===== src/rtl/jtag_shift_engine.sv =====
module jtag_shift_engine #(
  parameter int MAX_BITS   = 512,
  parameter int DIV_W      = 8,
  parameter int CLK_HZ     = 250_000_000,
  parameter int TCK_MAX_HZ = 20_000_000,
  localparam int NBYTES    = (MAX_BITS + 7) / 8,
  localparam int AW        = $clog2(NBYTES),
  localparam int LW        = $clog2(MAX_BITS + 1)
) (
  input  logic             clk,
  input  logic             rst_n,
  input  logic             wr_en,
  input  logic             wr_sel,
  input  logic [AW-1:0]    wr_addr,
  input  logic [7:0]       wr_data,
  input  logic [AW-1:0]    rd_addr,
  output logic [7:0]       rd_data,
  input  logic             start,
  input  logic [LW-1:0]    bit_len,
  input  logic             capture_en,
  input  logic [DIV_W-1:0] div,
  output logic             busy,
  output logic             done,
  output logic             tck,
  output logic             tdi,
  output logic             tms,
  input  logic             tdo
);
  localparam int MIN_HALF = (CLK_HZ + 2*TCK_MAX_HZ - 1) / (2*TCK_MAX_HZ);
  localparam logic [DIV_W-1:0] MIN_LOAD = DIV_W'(MIN_HALF - 1);

  logic [7:0] tdi_mem [NBYTES];
  logic [7:0] tms_mem [NBYTES];
  logic [7:0] cap_mem [NBYTES];

  logic [LW-1:0]    idx, len_q;
  logic [DIV_W-1:0] cnt, hload;
  logic             cap_q;

  wire [DIV_W-1:0] half_load = (div < MIN_LOAD) ? MIN_LOAD : div;
  wire [LW-1:0]    nidx      = idx + LW'(1);
  wire             tick      = busy && (cnt == '0);
  wire             sample    = tick && !tck && cap_q;
  wire             last_bit  = (idx == len_q - LW'(1));

  assign rd_data = cap_mem[rd_addr];

  always_ff @(posedge clk) begin
    if (wr_en) begin
      if (wr_sel) tms_mem[wr_addr] <= wr_data;
      else        tdi_mem[wr_addr] <= wr_data;
    end
  end

  always_ff @(posedge clk or negedge rst_n) begin
    if (!rst_n) begin
      for (int i = 0; i < NBYTES; i++) cap_mem[i] <= '0;
    end else if (sample) begin
      if (idx[2:0] == 3'd0) cap_mem[idx[AW+2:3]] <= {7'b0, tdo};
      else                  cap_mem[idx[AW+2:3]][idx[2:0]] <= tdo;
    end
  end

  always_ff @(posedge clk or negedge rst_n) begin
    if (!rst_n) begin
      busy  <= 1'b0;
      done  <= 1'b0;
      tck   <= 1'b0;
      tdi   <= 1'b0;
      tms   <= 1'b0;
      idx   <= '0;
      len_q <= '0;
      cnt   <= '0;
      hload <= '0;
      cap_q <= 1'b0;
    end else begin
      done <= 1'b0;
      if (!busy) begin
        tck <= 1'b0;
        if (start) begin
          if (bit_len == '0) begin
            done <= 1'b1;
          end else begin
            busy  <= 1'b1;
            idx   <= '0;
            len_q <= bit_len;
            cap_q <= capture_en;
            cnt   <= half_load;
            hload <= half_load;
            tdi   <= tdi_mem[0][0];
            tms   <= tms_mem[0][0];
          end
        end
      end else if (cnt != '0) begin
        cnt <= cnt - DIV_W'(1);
      end else begin
        cnt <= hload;
        if (!tck) begin
          tck <= 1'b1;
        end else begin
          tck <= 1'b0;
          if (last_bit) begin
            busy <= 1'b0;
            done <= 1'b1;
          end else begin
            idx <= nidx;
            tdi <= tdi_mem[nidx[AW+2:3]][nidx[2:0]];
            tms <= tms_mem[nidx[AW+2:3]][nidx[2:0]];
          end
        end
      end
    end
  end
endmodule


===== config.mk =====
export PLATFORM = sky130hd
export DESIGN_NAME = jtag_shift_engine
export DESIGN_NICKNAME = d
export VERILOG_FILES = /design/src/rtl/jtag_shift_engine.sv
export SDC_FILE = /design/constraint.sdc
export NUM_CORES = 2
export LEC_CHECK = 0
export BUFFER_PORTS_ARGS = -buffer_cell sky130_fd_sc_hd__buf_2
export CAP_MARGIN = 20
export CORE_MARGIN = 4
export CORE_UTILIZATION = 45
export DETAILED_ROUTE_END_ITERATION = 12
export GPL_TIMING_DRIVEN = 0
export PLACE_DENSITY = 0.64
export SLEW_MARGIN = 20
export SYNTH_ARGS = -nofsm -noshare
export SYNTH_HDL_FRONTEND = slang
export SYNTH_SLANG_ARGS = --single-unit

===== constraint.sdc =====
create_clock -name clk -period 3.9 [get_ports clk]
set_input_delay 0.39 -clock clk [delete_from_list [all_inputs] [get_ports clk]]
set_output_delay 0.39 -clock clk [all_outputs]
set_load 0.05 [all_outputs]

==> results by group <==
Timing
  • Unrepaired setup endpoints after global routing: yes
  • Fmax: 0.249 GHz
  • Slew Limit Fails: 0
  • Final period utilization: 1.03
  • Final setup viols: 2
  • Worst rel slew slack: 0.185
  • Final worst slack: -111 ps
  • Post-Route Setup TNS: -195 ps
  • Worst Clk Skew: 45.9 ps
  • Min Tclk post-route: 4010 ps
  • Worst slew pin tran: 1220 ps
  • Hold Vio Cnt, Final: 0

Global routing
  • Antenna violations before repair: 13
  • GRT overflow: 0
  • Global-route wire length before repair: 340000 um
  • Tot GR Track Use: 0.302
  • Vias in the first global route: 46400
  • Pin count of the biggest net entering global routing: 105

Yosys
  • Post-Syn Area: 68000 um2
  • Top post-synthesis cells by count: edfxtp_1 (1024), nand2_1 (614), dfrtp_1 (554)
  • Post-synthesis sequential area ratio: 0.656
  • Post-synth cell types: 76
  • Top-count cell post-synth: edfxtp_1
  • Largest cells by area after synthesis: edfxtp_1 (45%), dfrtp_1 (20%), mux4_2 (9.7%), o31ai_1 (5.0%), o21ai_0 (3.6%)
  • Post-synth EDFFs: 1024
  • Top cell type's share of synthesized area: 0.452
  • Post-Syn Area per Cell: 13.7 um2
  • #FFs+latches synth: 1578
  • Synth warn: 0
  • Synth area leader: edfxtp_1
  • Async set-reset flop share out of synthesis: 0.351
  • Net Count, Synth: 4995
  • Post-Syn Instances: 4946
  • Ys flop type: edfxtp_1

Setup path
  • Crit-path slowest cell: clkbuf_2
  • Critical path capture point type: flip-flop
  • Critical path's top delay family: buffers and inverters
  • Cell repeated most along the worst path: clkbuf_2
  • Reg2reg path depth: 13
  • Critical path depth in cells: 13
  • Slowest Stage Delay on Critical Path: 520 ps
  • Category of the most critical setup path: reg -> reg
  • Startpoint types: flip-flop
  • WP data required: 4650 ps
  • R2R Path End: tms
  • Arrival @ worst endpoint: 4760 ps
  • Crit path max fanout: 10
  • R2r startpoint: idx[0]
  • Worst-path cell chain: ha_2 > and3_1 > buf_4 > xnor2_4 > clkbuf_4 > clkbuf_2 > clkbuf_2 > o211ai_1 > nand4_1 > nor3_1 > a211oi_1 > a31oi_1 > o21ai_1
  • Setup slack, reg-to-reg: -110 ps
  • WP buf/inv: 4

Clocking
  • Num CTS Buffers: 161
  • Clock Path Buffers: 3
  • CTS root buffer: clkbuf_16
  • TritonCTS Sinks: 1578
  • Clock slew at reported path FFs: 70 ps
  • CTS tree: yes
  • Worst skew pair latency: 820 ps
  • CTS H-tree depth: 4

Pwr
  • Peak VDD IR: 0.522 mV
  • Static leakage: 25.2 nW
  • Total chip power: 0.0409 W
  • Pwr Density: 523 nW/um2

Routing
  • Pre-antenna DRT Iters: 9
  • Vias: 48100
  • Routed Antenna Nets: 0
  • 1st-iter DRT viols: 6732
  • DR DRC count: 0
  • WL final: 241000 um
  • Vias/cell: 6.52
  • WL/cell: 32.6 um

Placed design
  • Port buffer count: 45
  • Placed Area: 71400 um2
  • Routability cong.: 1.00
  • Final HPWL DP: 163000 um

Floorplanning
  • Io pins: 58
  • Die area: 157000 um2
  • DIE WIDTH: 397 um
  • Die Span Y: 397 um
  • Site Rows: 142
  • Core area: 150000 um2
  • Initial Util: 0.453

Hold path
  • Hold endpoint: tms_mem[15][0]
  • Hold depth: 1
  • Hold Crit Start: wr_data[0]
  • Worst hold path class: in -> reg

Run status
  • Violated checks: setup timing
  • Run status: finished with violations

Finish
  • Sequential cell area: 44600 um2
  • Footprint of the multi-input gates: 21900 um2
  • Final net count: 5274
  • Area Growth Syn to Fin: 15.0%
  • Filler cells: 12600
  • Share of cells above drive strength 1: 0.176
  • Final Cell Area: 78200 um2

Job
  • Max Cap Viol: 0
-- how the worst max path moves through the flow --
stage,start,end,slack [ps]
floorplan,rd_addr[0],rd_data[0],430
global placement,rst_n,cap_mem[130],-9290
detailed placement,idx[0],tms,-1960
CTS,idx[0],tms,-60
global route,idx[2],tms,-80
finish,idx[0],tms,-110
-- logic make-up (layout without fill, tap and decap cells) --
logic type / Yosys count / in the layout / synth area share
buffers and inverters: 458 / 867 / 0.0291
other: 0 / 11 / 0
AND/OR/NAND/NOR: 1298 / 1298 / 0.0832
adder cells (fa/ha/maj): 4 / 4 / 0.000736
flip-flops: 1578 / 1578 / 0.656
multiplexers: 435 / 435 / 0.120
AO/OA/AOI/OAI: 1149 / 1149 / 0.107
XOR/XNOR: 24 / 24 / 0.00375
-- report_power, final --
group	total [W]	switching (W)	internal, W
Clock	0.0157	0.00686	0.00880
Sequential	0.0181	0.000125	0.0180
Combinational	0.00709	0.00498	0.00210
Total	0.0409	0.0120	0.0289
-- stage by stage --
stage          instances  setup slack [ps]  hold WS [ps]  utilization
2_1_floorplan       4946               432          94.4            -
3_3_place_gp        7007             -9290           483        0.472
3_5_place_dp        7033             -1960           445        0.476
4_1_cts             7356             -55.4          46.4        0.519
5_1_grt             7374             -76.9          51.0        0.521
6_report            7382              -111          48.8        0.522
-- layout make-up --
cell class              instances  share of cell area
clock buffers                 213              0.0569
diodes                         11            0.000352
flip-flops and latches       1578               0.570
well taps                    2016              0.0323
inverters                      25             0.00122
repair buffers                125              0.0168
multi-input cells            2910               0.280
clock inverters                80              0.0105
plain buffers                 424              0.0318
-- cell usage in the layout, fill, tap and decap left out, types with 13 or more instances in the layout --
cell           netlist  final
nor2_1             244    239
nand3_1            273    273
buf_2               57     65
buf_16               0     22
a21oi_1             58     55
nand4_1             31     31
nor3_1              28     18
o31ai_1            450    447
a32oi_1             20     20
mux2_2              77     77
dfrtp_1            554    553
buf_1               61     35
clkinv_2             0     27
clkbuf_8             0     18
buf_4               31     59
nand2_1            614    610
clkinv_1             1     26
mux4_2             293    293
and3_1              21     21
dlygate4sd3_1        0     27
clkbuf_1           274    262
mux2i_1             64     60
clkbuf_2             0     24
inv_1               24     24
xnor2_1             16     15
clkbuf_16            0    163
a311oi_1            13     13
clkbuf_4             1     18
a31oi_1             30     28
o21ai_0            488    486
edfxtp_1          1024   1024
buf_6                9     42
-- flip-flops by register name, summed over array words and instances (netlist names) --
| register | cells |
|---|---|
| cnt | 8 |
| done | 1 |
| tdi_mem | 512 |
| cap_mem | 512 |
| tck | 1 |
| hload | 8 |
| tdi | 1 |
| tms_mem | 512 |
| idx | 10 |
| len_q | 10 |
| busy | 1 |
| tms | 1 |
| cap_q | 1 |
-- timing repair --
action                     4_1_cts  5_1_grt
setup endpoints to repair      442       47
buffers inserted                11       14
pin swaps                       11        8
resized for setup              226       67
hold endpoints to repair       277        0
hold buffers                    27        0
-- worst register-to-register path: stages, from the launching register on --
cell and delay, ps:
dfrtp_2 450, ha_2 250, and3_1 210, buf_4 180, xnor2_4 340, clkbuf_4 360
clkbuf_2 380, clkbuf_2 520, o211ai_1 370, nand4_1 230, nor3_1 90, a211oi_1 350
a31oi_1 140, o21ai_1 110
-- metal layers --
metal,up-vias,track usage,routed length (um),share of wire
li1,19700,-,-,-
met1,24500,0.391,87100,0.36
met2,3239,0.463,109000,0.45
met3,718,0.0825,27800,0.12
met4,8,0.173,16700,0.070
met5,-,0,47,0.00020
No activity file was read; power rests on OpenSTA's default activity.
